**src/rtl/xw_pkg.sv**
```systemverilog
package xw_pkg;
  typedef enum logic [2:0] {
    ST_IDLE    = 3'd0,
    ST_L1_REQ  = 3'd1,
    ST_L1_WAIT = 3'd2,
    ST_L2_REQ  = 3'd3,
    ST_L2_WAIT = 3'd4,
    ST_DONE    = 3'd5,
    ST_FAULT   = 3'd6
  } walk_st_e;

  localparam int PTE_VALID_BIT = 0;
  localparam int PTE_FLAG_LSB  = 1;
  localparam int FLAG_W        = 6;
endpackage

```
**src/rtl/xw_root_reg.sv**
```systemverilog
module xw_root_reg #(
  parameter int PPN_W = 20
) (
  input  logic             clk,
  input  logic             rst_n,
  input  logic             idle,
  input  logic             wr_en,
  input  logic [PPN_W-1:0] wr_ppn,
  output logic [PPN_W-1:0] root_ppn
);
  logic [PPN_W-1:0] base_q, base_d, pend_q;
  logic             pend_v_q, pend_v_d;
  logic             base_en, pend_en;

  always_comb begin
    base_en  = idle & (wr_en | pend_v_q);
    base_d   = wr_en ? wr_ppn : pend_q;
    pend_en  = wr_en & ~idle;
    if (pend_en)   pend_v_d = 1'b1;
    else if (idle) pend_v_d = 1'b0;
    else           pend_v_d = pend_v_q;
  end

  always_ff @(posedge clk or negedge rst_n) begin
    if (!rst_n) begin
      base_q   <= '0;
      pend_q   <= '0;
      pend_v_q <= 1'b0;
    end else begin
      if (base_en) base_q <= base_d;
      if (pend_en) pend_q <= wr_ppn;
      pend_v_q <= pend_v_d;
    end
  end

  assign root_ppn = base_q;

  // the root value never moves while a walk is in flight
  p_root_frozen_r10: assert property (@(posedge clk) disable iff (!rst_n)
    !idle |=> (root_ppn == $past(root_ppn)));

  // an idle write is visible on the following cycle
  p_idle_write_r11: assert property (@(posedge clk) disable iff (!rst_n)
    (idle && wr_en) |=> (root_ppn == $past(wr_ppn)));
endmodule

```
**src/rtl/xw_pte_addr.sv**
```systemverilog
module xw_pte_addr #(
  parameter int VA_W      = 32,
  parameter int PA_W      = 32,
  parameter int OFF_W     = 12,
  parameter int LEVELS    = 2,
  parameter int PTE_BYTES = 4,
  localparam int IDX_W    = (VA_W - OFF_W) / LEVELS,
  localparam int PPN_W    = PA_W - OFF_W,
  localparam int LVL_W    = (LEVELS > 1) ? $clog2(LEVELS) : 1,
  localparam int SH       = $clog2(PTE_BYTES)
) (
  input  logic [VA_W-1:0]  vaddr,
  input  logic [LVL_W-1:0] lvl,
  input  logic [PPN_W-1:0] root_ppn,
  input  logic [PPN_W-1:0] next_ppn,
  output logic [PA_W-1:0]  pte_addr
);
  logic [IDX_W-1:0] idx [LEVELS];
  logic [PPN_W-1:0] tbl;
  logic [IDX_W-1:0] sel;

  for (genvar l = 0; l < LEVELS; l++) begin : g_idx
    assign idx[l] = vaddr[OFF_W + (LEVELS-1-l)*IDX_W +: IDX_W];
  end

  always_comb begin
    tbl      = (lvl == '0) ? root_ppn : next_ppn;
    sel      = idx[lvl];
    pte_addr = {tbl, {OFF_W{1'b0}}} + (PA_W'(sel) << SH);
  end
endmodule

```
**src/rtl/xw_walk_fsm.sv**
```systemverilog
module xw_walk_fsm
  import xw_pkg::*;
#(
  parameter int VA_W  = 32,
  parameter int PA_W  = 32,
  parameter int OFF_W = 12,
  localparam int PPN_W = PA_W - OFF_W
) (
  input  logic              clk,
  input  logic              rst_n,
  input  logic              req_valid,
  output logic              req_ready,
  input  logic [VA_W-1:0]   req_vaddr,
  output logic [VA_W-1:0]   vaddr_q,
  output logic              lvl,
  output logic              idle,
  output logic [PPN_W-1:0]  next_ppn,
  output logic              mem_req_valid,
  input  logic              mem_req_ready,
  input  logic              mem_rsp_valid,
  input  logic [PA_W-1:0]   mem_rsp_data,
  output logic              rsp_valid,
  output logic              rsp_fault,
  output logic              rsp_fault_lvl,
  output logic [PA_W-1:0]   rsp_paddr,
  output logic [FLAG_W-1:0] rsp_flags
);
  walk_st_e          st_q, st_d;
  logic              acc_en, next_en, leaf_en, flt_en;
  logic [PPN_W-1:0]  next_q, leaf_ppn_q;
  logic [FLAG_W-1:0] leaf_flg_q;
  logic              flt_lvl_q;
  logic              pte_ok;
  logic              out_q;

  assign pte_ok = mem_rsp_data[PTE_VALID_BIT];

  always_comb begin
    st_d    = st_q;
    acc_en  = 1'b0;
    next_en = 1'b0;
    leaf_en = 1'b0;
    flt_en  = 1'b0;
    unique case (st_q)
      ST_IDLE: if (req_valid) begin
        st_d   = ST_L1_REQ;
        acc_en = 1'b1;
      end
      ST_L1_REQ: if (mem_req_ready) st_d = ST_L1_WAIT;
      ST_L1_WAIT: if (mem_rsp_valid) begin
        if (pte_ok) begin
          st_d    = ST_L2_REQ;
          next_en = 1'b1;
        end else begin
          st_d   = ST_FAULT;
          flt_en = 1'b1;
        end
      end
      ST_L2_REQ: if (mem_req_ready) st_d = ST_L2_WAIT;
      ST_L2_WAIT: if (mem_rsp_valid) begin
        if (pte_ok) begin
          st_d    = ST_DONE;
          leaf_en = 1'b1;
        end else begin
          st_d   = ST_FAULT;
          flt_en = 1'b1;
        end
      end
      ST_DONE:  st_d = ST_IDLE;
      ST_FAULT: st_d = ST_IDLE;
      default:  st_d = ST_IDLE;
    endcase
  end

  always_ff @(posedge clk or negedge rst_n) begin
    if (!rst_n) begin
      st_q       <= ST_IDLE;
      vaddr_q    <= '0;
      next_q     <= '0;
      leaf_ppn_q <= '0;
      leaf_flg_q <= '0;
      flt_lvl_q  <= 1'b0;
    end else begin
      st_q <= st_d;
      if (acc_en)  vaddr_q <= req_vaddr;
      if (next_en) next_q  <= mem_rsp_data[PA_W-1:OFF_W];
      if (leaf_en) begin
        leaf_ppn_q <= mem_rsp_data[PA_W-1:OFF_W];
        leaf_flg_q <= mem_rsp_data[PTE_FLAG_LSB +: FLAG_W];
      end
      if (flt_en) flt_lvl_q <= (st_q == ST_L2_WAIT);
    end
  end

  always_comb begin
    idle          = (st_q == ST_IDLE);
    req_ready     = idle;
    lvl           = (st_q == ST_L2_REQ) || (st_q == ST_L2_WAIT);
    next_ppn      = next_q;
    mem_req_valid = (st_q == ST_L1_REQ) || (st_q == ST_L2_REQ);
    rsp_valid     = (st_q == ST_DONE) || (st_q == ST_FAULT);
    rsp_fault     = (st_q == ST_FAULT);
    rsp_fault_lvl = (st_q == ST_FAULT) ? flt_lvl_q : 1'b0;
    rsp_paddr     = (st_q == ST_DONE) ? {leaf_ppn_q, vaddr_q[OFF_W-1:0]} : '0;
    rsp_flags     = (st_q == ST_DONE) ? leaf_flg_q : '0;
  end

  // outstanding-read tracker used only by the checks below
  always_ff @(posedge clk or negedge rst_n) begin
    if (!rst_n) out_q <= 1'b0;
    else if (mem_req_valid && mem_req_ready) out_q <= 1'b1;
    else if (mem_rsp_valid) out_q <= 1'b0;
  end

  p_single_read_r7: assert property (@(posedge clk) disable iff (!rst_n)
    out_q |-> !mem_req_valid);

  p_rsp_pulse_r8: assert property (@(posedge clk) disable iff (!rst_n)
    rsp_valid |=> !rsp_valid);

  p_busy_after_accept_r9: assert property (@(posedge clk) disable iff (!rst_n)
    (req_valid && req_ready) |=> !req_ready);

  p_fault_clean_r5: assert property (@(posedge clk) disable iff (!rst_n)
    (rsp_valid && rsp_fault) |-> (rsp_paddr == '0 && rsp_flags == '0));
endmodule

```
**src/rtl/xlat_walker.sv**
```systemverilog
module xlat_walker
  import xw_pkg::*;
#(
  parameter int VA_W        = 32,
  parameter int PA_W        = 32,
  parameter int OFF_W       = 12,
  parameter int PTE_BYTES   = 4,
  parameter int SYNC_STAGES = 2,
  localparam int PPN_W      = PA_W - OFF_W,
  localparam int SH         = $clog2(PTE_BYTES)
) (
  input  logic              clk,
  input  logic              rst_n,
  input  logic              root_wr_en,
  input  logic [PPN_W-1:0]  root_wr_ppn,
  input  logic              req_valid,
  output logic              req_ready,
  input  logic [VA_W-1:0]   req_vaddr,
  output logic              rsp_valid,
  output logic              rsp_fault,
  output logic              rsp_fault_lvl,
  output logic [PA_W-1:0]   rsp_paddr,
  output logic [FLAG_W-1:0] rsp_flags,
  output logic              mem_req_valid,
  input  logic              mem_req_ready,
  output logic [PA_W-1:0]   mem_req_addr,
  input  logic              mem_rsp_valid,
  input  logic [PA_W-1:0]   mem_rsp_data
);
  logic [SYNC_STAGES-1:0] rst_pipe;
  logic                   rst_ni;

  for (genvar s = 0; s < SYNC_STAGES; s++) begin : g_rst
    always_ff @(posedge clk or negedge rst_n) begin
      if (!rst_n) rst_pipe[s] <= 1'b0;
      else        rst_pipe[s] <= (s == 0) ? 1'b1 : rst_pipe[(s == 0) ? 0 : s-1];
    end
  end
  assign rst_ni = rst_pipe[SYNC_STAGES-1];

  logic [VA_W-1:0]  vaddr_q;
  logic             lvl, idle;
  logic [PPN_W-1:0] root_ppn, next_ppn;

  xw_root_reg #(.PPN_W(PPN_W)) u_root (
    .clk      (clk),
    .rst_n    (rst_ni),
    .idle     (idle),
    .wr_en    (root_wr_en),
    .wr_ppn   (root_wr_ppn),
    .root_ppn (root_ppn)
  );

  xw_pte_addr #(
    .VA_W(VA_W), .PA_W(PA_W), .OFF_W(OFF_W), .LEVELS(2), .PTE_BYTES(PTE_BYTES)
  ) u_addr (
    .vaddr    (vaddr_q),
    .lvl      (lvl),
    .root_ppn (root_ppn),
    .next_ppn (next_ppn),
    .pte_addr (mem_req_addr)
  );

  xw_walk_fsm #(.VA_W(VA_W), .PA_W(PA_W), .OFF_W(OFF_W)) u_fsm (
    .clk           (clk),
    .rst_n         (rst_ni),
    .req_valid     (req_valid),
    .req_ready     (req_ready),
    .req_vaddr     (req_vaddr),
    .vaddr_q       (vaddr_q),
    .lvl           (lvl),
    .idle          (idle),
    .next_ppn      (next_ppn),
    .mem_req_valid (mem_req_valid),
    .mem_req_ready (mem_req_ready),
    .mem_rsp_valid (mem_rsp_valid),
    .mem_rsp_data  (mem_rsp_data),
    .rsp_valid     (rsp_valid),
    .rsp_fault     (rsp_fault),
    .rsp_fault_lvl (rsp_fault_lvl),
    .rsp_paddr     (rsp_paddr),
    .rsp_flags     (rsp_flags)
  );

  p_entry_aligned_r2: assert property (@(posedge clk) disable iff (!rst_ni)
    mem_req_valid |-> (mem_req_addr[SH-1:0] == '0));

  p_read_held_r7: assert property (@(posedge clk) disable iff (!rst_ni)
    (mem_req_valid && !mem_req_ready) |=> (mem_req_valid && $stable(mem_req_addr)));
endmodule

```
**config.mk**
```make
export PLATFORM = sky130hd
export DESIGN_NAME = xlat_walker
export DESIGN_NICKNAME = d
export VERILOG_FILES = /design/src/rtl/xw_pkg.sv /design/src/rtl/xw_root_reg.sv /design/src/rtl/xw_pte_addr.sv /design/src/rtl/xw_walk_fsm.sv /design/src/rtl/xlat_walker.sv
export SDC_FILE = /design/constraint.sdc
export NUM_CORES = 1
export LEC_CHECK = 0
export ABC_AREA = 1
export BUFFER_PORTS_ARGS = -buffer_cell sky130_fd_sc_hd__buf_2
export CAP_MARGIN = 20
export CELL_PAD_IN_SITES_DETAIL_PLACEMENT = 1
export CELL_PAD_IN_SITES_GLOBAL_PLACEMENT = 1
export CORE_MARGIN = 2
export CORE_UTILIZATION = 34
export DETAILED_ROUTE_END_ITERATION = 12
export GPL_TIMING_DRIVEN = 0
export PLACE_DENSITY = 0.75
export SYNTH_ARGS = -nofsm -noshare
export SYNTH_HDL_FRONTEND = slang
export SYNTH_SLANG_ARGS = --single-unit
```
**constraint.sdc**
```tcl
create_clock -name clk -period 4.2 [get_ports clk]
set_clock_uncertainty 0.15 [all_clocks]
set_input_delay 0.21 -clock clk [delete_from_list [all_inputs] [get_ports clk]]
set_output_delay 0.21 -clock clk [all_outputs]
set_load 0.02 [all_outputs]
```
==> results of run 1 <==
## state kept, by name, summed over array words and instances (netlist names)
signal / cells
u_fsm.flt_lvl_q: 1
u_fsm.vaddr_q: 32
u_root.pend_v_q: 1
u_fsm.next_ppn: 20
u_root.root_ppn: 20
u_root.pend_q: 20
u_fsm.leaf_flg_q: 6
u_fsm.st_q: 3
u_fsm.leaf_ppn_q: 20
rst_ni: 1
rst_pipe: 1
## layer usage
| metal | GRT usage | vias up | wire length, µm |
|---|---|---|---|
| met4 | 0.0609 | 0 | 185 |
| met3 | 0.0597 | 14 | 989 |
| met5 | 0 | - | 0 |
| met2 | 0.400 | 136 | 9600 |
| met1 | 0.272 | 2755 | 8040 |
| li1 | - | 2814 | - |
## through the flow
step,TNS (ps),cells,worst slack (ps)
after floorplan,0,749,310
after global placement,-170910,1126,-1400
after detailed placement,0,1128,2060
after CTS,0,1243,1590
after global routing,0,1243,1460
final,0,1243,1660
## power groups by stage
stage | sequential [mW] | combinational (mW) | clock, mW
floorplan | 1.97 | 1.51 | 0
global placement | 2.03 | 2.14 | 0
detailed placement | 2.03 | 2.22 | 0
CTS | 2.02 | 2.30 | 1.47
global route | 2.08 | 2.61 | 1.52
finish | 2.01 | 2.28 | 1.44
## critical path, cell delays in order (launching register included)
cell,delay [ps]
dfrtp_1,440
nor2_1,180
nand2_2,130
o21ai_2,170
clkbuf_1,390
o21ai_0,240
buf_2,210
## area by class of cell
class | count | area, µm²
Fill cell | 2057 | 8260
Sequential cell | 125 | 3130
Multi-Input combinational cell | 489 | 2070
Timing Repair Buffer | 242 | 1660
Clock buffer | 20 | 457
Inverter | 92 | 345
Tap cell | 220 | 275
Buffer | 43 | 204
Clock inverter | 12 | 120
## kinds of logic (layout without fill, tap and decap cells)
family / count (synthesis) / after routing / synth area share
AO/OA/AOI/OAI: 109 / 109 / 0.0967
buffers and inverters: 135 / 409 / 0.0956
flip-flops: 125 / 125 / 0.545
other: 2 / 3 / 0.00131
AND/OR/NAND/NOR: 377 / 377 / 0.262
## cells in the final DEF, fill, tap and decap left out
| cell | count |
|---|---|
| clkbuf_1 | 15 |
| buf_16 | 1 |
| clkbuf_16 | 17 |
| nand3_1 | 46 |
| buf_4 | 5 |
| inv_2 | 4 |
| nor3_4 | 1 |
| conb_1 | 3 |
| nand2_1 | 269 |
| nand2_2 | 2 |
| clkbuf_8 | 2 |
| a21oi_1 | 14 |
| nand4_1 | 1 |
| buf_1 | 5 |
| o21ai_1 | 29 |
| inv_1 | 88 |
| nor2_1 | 56 |
| dlygate4sd3_1 | 83 |
| dfrtp_4 | 1 |
| nor3b_1 | 1 |
| o21ai_2 | 1 |
| clkinv_2 | 6 |
| buf_12 | 1 |
| o211ai_1 | 1 |
| clkinvlp_4 | 4 |
| o21ai_0 | 63 |
| nor2_4 | 1 |
| buf_2 | 176 |
| dfrtp_1 | 124 |
| bufinv_16 | 2 |
| a21oi_2 | 1 |
## worst max-delay path by stage
stage                        startpoint                end  slack, ps  cells past startpoint
after floorplan                  rst_ni    u_fsm.flt_lvl_q        310                      0
after global placement           rst_ni  u_root.pend_q[16]      -1400                      0
after detailed placement  u_fsm.st_q[1]   mem_req_addr[18]       2060                      6
after CTS                 u_fsm.st_q[1]   mem_req_addr[18]       1590                      6
after global routing      u_fsm.st_q[0]   mem_req_addr[22]       1460                      6
final                     u_fsm.st_q[1]   mem_req_addr[12]       1660                      6
==> flow_summary.yaml, run 1 <==
global_routing:
  grtUsageTotal: 0.226
  grt_pass1_wl_um: 31800
  grt_overflow_total: 0
  grt_pass1_vias: 6437
  grt_max_degree: 58
  antenna_found_initial: 0
synthesis:
  synth_common_cells: "nand2_1, dfrtp_1, inv_1, o21ai_0, nor2_1"
  synth_ff_type: "dfrtp_1"
  synth_seq_area_share: 0.545
  async_flop_share: 1.00
  yosysTopAreaCell: "dfrtp_1"
  ys_types: 22
  synth_area_leaders: "dfrtp_1, nand2_1, inv_1, o21ai_0, nand3_1"
  synth_edf_count: 0
  ys_warn_count: 0
  synthCells: 748
  synth_most_common_cell: "nand2_1"
  avgSynthCellArea_um2: 7.68
  syn-cell-area_um2: 5740
  synth_seq_cells: 125
  synth_top_area_share: 0.545
clocking:
  worstSkewPairLatency_ps: 410
  cts_hold_buffers: 83
  cts_tree: "yes"
  cts_sinks: 125
  cts.htree.levels: 4
  clk_pin_slew_ps: 60
  cts_buffers: 17
  cts_setup_buffers: 0
  ctsLongestPathBuffers: 2
  cts_resized: 0
  clock-root-buffer: "clkbuf_16"
min_path:
  hold_class: "in -> reg"
  holdPathEnd: "u_fsm.vaddr_q[3]"
  holdPathStages: 4
  min_from: "req_valid"
timing:
  worstMarginPinSlew_ps: 594
  fin_crit_sh: 0.605
  hold_ws_ps: 57.7
  rsz0062_at_grt: "no"
  relSlewSlack: 0.604
  finalMaxSlewViolations: 0
  hold_viol_final: 0
  max_freq_mhz: 393
  period_needed_ps: 2540
  setup_viol: 0
pwr:
  power_frac_comb: 0.398
  pwr-share-seq: 0.351
  sw_frac_of_total: 0.404
  ir_drop_mv: 0.342
  power.total_mw: 5.73
  p_int_mw: 3.41
  p_sw_mw: 2.32
  p_clk_frac: 0.251
  power_density_nw_per_um2: 693
  leakage_nw: 4.51
routing:
  drt_pass1_iterations: 4
  routed_wl_um: 18800
  vias: 5719
  vias_per_cell: 4.60
  drt_iter0_markers: 228
  drc: 0
  wl_per_cell_um: 15.1
  ant_nets: 0
worst_setup_path:
  critPathArrivalTime_ps: 2180
  crit_type: "reg -> out"
  cp_max_fo: 10
  r2r_setup_slack_ps: 2370
  required_ps: 3840
  ff2ff_path_depth: 6
  regToRegStartpoint: "u_fsm.st_q[1]"
  reg2reg_to: "u_fsm.vaddr_q[30]"
  cp-end-kind: "output port"
  startpoint_type: "flop"
run:
  cap_viol_max_count: 0
die:
  dieArea_um2: 18000
  row_count: 47
  coreArea_um2: 16500
  start_util: 0.348
  die_w_um: 134
  die_h_um: 134
  num_io_pins: 165
finish:
  nNetsFinal: 1100
  area_delta_synth_final_pct: 43.9
  final_util: 0.500
  antenna_cells: 0
  fin_area_um2: 8270
  drive_gt1_frac: 0.220
place:
  dp_hpwl_um: 12500
  post_dp_cell_area_um2: 6860
  portBuffers: 157
  place.gp.congestion: 0.815
run_status:
  outcome: "complete, no violations"
(Power assumes the default switching activity.)
==> inputs of run 2 (changes only) <==
Clock period 4.2 ns to 2.2 ns, I/O delays scaled along.
==> run 2 against run 1 <==
Compared with the run above: non-clock buffer count unchanged; core utilization increased by 0.48 points; count of clock-buffer cells in the layout decreased by 1; combinational power increased by 97%; first-iteration DRC count decreased by 4.8%; global-route usage decreased by 1.0 points; final area increased by 0.97%; via count increased by 2.0%; clock power increased by 95%; critical endpoint is now mem_req_addr[7].
==> flow_summary.yaml, run 2 (same netlist as run 1, synthesis figures left out) <==
pwr:
  power.total_mw: 11.2
  leakage_nw: 4.56
  power_density_nw_per_um2: 1340
  ir_drop_mv: 0.659
worst_setup_path:
  critPathSlowestCell: "dfrtp_2"
  critPathArrivalTime_ps: 1820
  cp_max_fo: 10
  cp-end-kind: "output port"
  required_ps: 1940
  crit_path_frequent_cell: "nand2_1"
  crit_chain: "nor2_4, nand2_4, o21ai_4, buf_4, nand2_1, nand2_1, buf_2"
  max_stage_delay_ps: 470
  startpoint_type: "flop"
  crit_type: "reg -> out"
die:
  coreArea_um2: 16500
  die_h_um: 134
  row_count: 47
  num_io_pins: 165
  dieArea_um2: 18000
  start_util: 0.348
  die_w_um: 134
timing:
  worstMarginPinSlew_ps: 842
  rsz0062_at_grt: "yes"
  finalMaxSlewViolations: 0
  setup_viol: 0
  tns_ps: 0
  relSlewSlack: 0.438
  fin_crit_sh: 0.945
  period_needed_ps: 2080
  max_freq_mhz: 481
  hold_viol_final: 0
routing:
  vias_per_cell: 4.69
  routed_wl_um: 18600
  drt_pass1_iterations: 4
  wl_per_cell_um: 15.0
  ant_nets: 0
  vias: 5835
  drc: 0
  drt_iter0_markers: 217
run:
  cap_viol_max_count: 0
place:
  place.gp.congestion: 0.824
  placed_cells: 1127
  portBuffers: 157
  dp_hpwl_um: 12500
  post_dp_cell_area_um2: 6840
finish:
  drive_gt1_frac: 0.228
  regMostFlops: "u_fsm.vaddr_q"
  fin_area_um2: 8350
  mostFrequentLayoutCells: "nand2_1, buf_2, dfrtp_1"
  final_common_cell: "nand2_1"
  largest_reg_flops: 32
  stdcell_count: 1244
  antenna_cells: 0
  area_delta_synth_final_pct: 45.3
  nNetsFinal: 1101
clocking:
  cts_buffers: 17
  cts.htree.levels: 4
  cts_sinks: 125
  ctsLongestPathBuffers: 2
  cts_tree: "yes"
  cts_setup_buffers: 0
  clk_pin_slew_ps: 60
  clock-root-buffer: "clkbuf_16"
  worstSkewPairLatency_ps: 420
min_path:
  hold_class: "in -> reg"
global_routing:
  grt_overflow_total: 0
  grt_pass1_vias: 6315
  grt_pass1_wl_um: 30400
  grtUsageTotal: 0.215
  antenna_found_initial: 0
  grt_max_degree: 65
run_status:
  outcome: "complete, no violations"
run 2: cell count changes in the layout (fill, tap and decap cells not counted), sizes merged:
cell | previous run | this run
buf | 188 | 187
clkinvlp | 4 | 2
bufinv | 2 | 3
clkbuf | 34 | 33
dlygate4sd3 | 83 | 84
clkinv | 6 | 8
o21ai | 93 | 94
run 2: critical path: cells and delay by family (launching register included):
family,cells,cell delay [ps]
AND/OR/NAND/NOR,4,400
AO/OA/AOI/OAI,1,130
buffers and inverters,2,400
flip-flops,1,470
run 2: metal layers:
layer,share of wire,track usage
met5,0,0
met4,0.014,0.0644
met3,0.047,0.0522
met2,0.50,0.378
met1,0.44,0.262
run 2: path summary, 6_finish.rpt:
| check | endpoint | cells after the start | slack (ps) | startpoint |
|---|---|---|---|---|
| min in group asynchronous | u_fsm.next_ppn[4] | 0 | 290 | rst_ni |
| max | mem_req_addr[7] | 7 | 120 | u_fsm.st_q[1] |
| max in group asynchronous | u_root.root_ppn[16] | 1 | 800 | rst_ni |
| min reg2reg | rst_ni | 0 | 250 | rst_pipe[0] |
| max reg2reg | u_root.root_ppn[4] | 7 | 160 | u_fsm.st_q[1] |
| min | u_root.root_ppn[19] | 6 | 70 | root_wr_en |
run 2: through the flow:
stage	hold WS, ps	worst slack (ps)	util
2_1_floorplan	-336	549	-
3_3_place_gp	-254	150	0.412
3_5_place_dp	-253	178	0.414
4_1_cts	54.0	5.28	0.503
5_1_grt	146	-5.63	0.505
6_report	75.0	120	0.505
run 2: timing repair:
item / CTS / global route
resized for setup: 19 / 10
hold endpoints to repair: 124 / 0
hold buffers: 84 / 0
cloned: 0 / 3
pin swaps: 0 / 1
endpoints found under the setup margin: 41 / 28
run 2: power breakdown:
part | leakage (nW) | switching, mW | internal, mW | total (mW)
Sequential | 1.51 | 0.490 | 3.38 | 3.87
Combinational | 2.76 | 2.96 | 1.55 | 4.50
Clock | 0.286 | 1.05 | 1.76 | 2.81
run 2: layout make-up:
type	count	area, µm²
Multi-Input combinational cell	490	2110
Clock buffer	19	433
Fill cell	2059	8180
Buffer	41	231
Clock inverter	13	149
Tap cell	220	275
Timing Repair Buffer	244	1670
Inverter	92	345
Sequential cell	125	3130
==> inputs of run 3 (changes only) <==
Settings changed: BUFFER_PORTS_ARGS -buffer_cell sky130_fd_sc_hd__buf_2 to default, CORE_UTILIZATION 34 to 41, DONT_BUFFER_PORTS from default to 1, PLACE_DENSITY 0.75 to 0.74.
==> run 3 against run 2 <==
Compared with the run above: critical path depth shrank 1; final area shrank 6.1%; die area is 17% lower; combinational power hardly changed; wire length increased by 4.2%; global-route usage rose by 5.2 points; setup slack lost 65 ps; core utilization is 6.4 points higher.
==> flow_summary.yaml, run 3 (same netlist as run 1, synthesis figures left out) <==
run_status:
  outcome: "complete, no violations"
timing:
  max_freq_mhz: 466
  fin_crit_sh: 0.975
  setup_viol: 0
  worstMarginPinSlew_ps: 843
  tns_ps: 0
  finalMaxSlewViolations: 0
  relSlewSlack: 0.438
  rsz0062_at_grt: "yes"
  hold_viol_final: 0
  period_needed_ps: 2150
die:
  row_count: 43
  die_h_um: 122
  dieArea_um2: 15000
  start_util: 0.417
  coreArea_um2: 13800
  num_io_pins: 165
  die_w_um: 122
min_path:
  hold_class: "in -> reg"
place:
  place.gp.congestion: 0.860
  portBuffers: 0
  dp_hpwl_um: 12000
  post_dp_cell_area_um2: 6000
finish:
  fin_area_um2: 7840
  register_area_um2: 3130
  nFillCells: 1657
  antenna_cells: 0
  final_common_cell: "nand2_1"
  multi_input_area_um2: 2160
  mostFrequentLayoutCells: "nand2_1, dfrtp_1, dlygate4sd3_1"
  largest_reg_flops: 32
  drive_gt1_frac: 0.109
  area_delta_synth_final_pct: 36.4
  nNetsFinal: 966
  regMostFlops: "u_fsm.vaddr_q"
global_routing:
  grtUsageTotal: 0.267
  grt_pass1_vias: 6026
  grt_pass1_wl_um: 30500
  grt_overflow_total: 0
  grt_max_degree: 65
  antenna_found_initial: 0
clocking:
  cts_sinks: 125
  clock-root-buffer: "clkbuf_16"
  worstSkewPairLatency_ps: 420
  cts.htree.levels: 4
  clk_pin_slew_ps: 60
  cts_buffers: 17
  ctsLongestPathBuffers: 2
  cts_tree: "yes"
routing:
  ant_nets: 0
  drt_pass1_iterations: 5
  drc: 0
  vias: 5492
  vias_per_cell: 5.14
  routed_wl_um: 19400
  drt_iter0_markers: 236
  wl_per_cell_um: 18.1
pwr:
  ir_drop_mv: 0.747
  leakage_nw: 3.97
  power_density_nw_per_um2: 1450
worst_setup_path:
  critPathCapture: "mem_req_addr[11]"
  r2r_setup_slack_ps: 70
  crit_type: "reg -> out"
  startpoint_type: "flop"
  cp_max_fo: 10
  regToRegStartpoint: "u_fsm.st_q[0]"
  crit_start: "u_fsm.st_q[1]"
  cp-end-kind: "output port"
  reg2reg_to: "u_fsm.vaddr_q[1]"
  ff2ff_path_depth: 8
  critPathArrivalTime_ps: 1890
  required_ps: 1940
run:
  cap_viol_max_count: 0
[run 3: changes by cell type in the layout (fill, tap and decap cells not counted), moves of 2 or more]
| cell | previous run | this run |
|---|---|---|
| o21ai_0 | 58 | 41 |
| o21ai_2 | 2 | 21 |
| buf_4 | 10 | 13 |
| o21ai_1 | 33 | 30 |
| buf_2 | 171 | 14 |
| clkinv_2 | 7 | 3 |
| clkinvlp_4 | 2 | 4 |
| dlygate4sd3_1 | 84 | 105 |
[run 3: final cells by class]
cell class,instances,area share
multi-input cells,489,0.276
plain buffers,42,0.0302
repair buffers,109,0.141
clock inverters,11,0.0211
flip-flops and latches,125,0.400
well taps,180,0.0287
inverters,92,0.0444
clock buffers,21,0.0588
[run 3: stage by stage]
step           instances  power (mW)  worst slack [ps]  hold slack (ps)  utilization
5_1_grt             1069        12.1             -39.0             84.1        0.569
3_3_place_gp         929        7.39               178             -336        0.434
3_5_place_dp         930        7.64               152             -336        0.436
6_report            1069        11.3              54.7             56.8        0.569
2_1_floorplan        749        6.63               549             -336            -
4_1_cts             1067        11.1              -157             2.41        0.562
[run 3: power breakdown]
group	total, mW	internal (mW)	switching [mW]	leakage (nW)
sequential	3.89	3.38	0.506	1.51
clock	2.98	1.95	1.03	0.295
combinational	4.48	1.36	3.12	2.16
[run 3: layer usage]
| metal | share of wire | track usage | up-vias |
|---|---|---|---|
| met5 | 0 | 0 | - |
| met4 | 0.018 | 0.0984 | 0 |
| met3 | 0.054 | 0.0678 | 28 |
| met2 | 0.52 | 0.468 | 129 |
| met1 | 0.41 | 0.316 | 2790 |
| li1 | - | - | 2545 |
[run 3: critical path, cell delays in order (launching register included)]
cell and delay [ps]:
dfrtp_2 440, nor2_1 190, nand2_2 170, o21ai_4 160, buf_6 200, nand2_1 100
nand2_1 220
[run 3: how the worst min path moves through the flow]
stage	startpoint	to	slack, ps	depth (start not counted)
after detailed placement	rst_n	rst_pipe[0]	-340	0
after global routing	root_wr_en	u_root.pend_q[4]	80	3
after CTS	root_wr_en	u_root.pend_q[2]	2	3
final	root_wr_en	u_root.pend_q[4]	60	3
after global placement	rst_n	rst_pipe[0]	-340	0
after floorplan	rst_n	rst_pipe[0]	-340	0
[run 3: what timing repair did]
item,4_1_cts,5_1_grt
hold buffers,106,1
buffers inserted,0,3
cloned,0,0
gates resized for setup,33,43
pin swaps,0,2
hold endpoints to repair,124,2
setup endpoints to repair,40,48
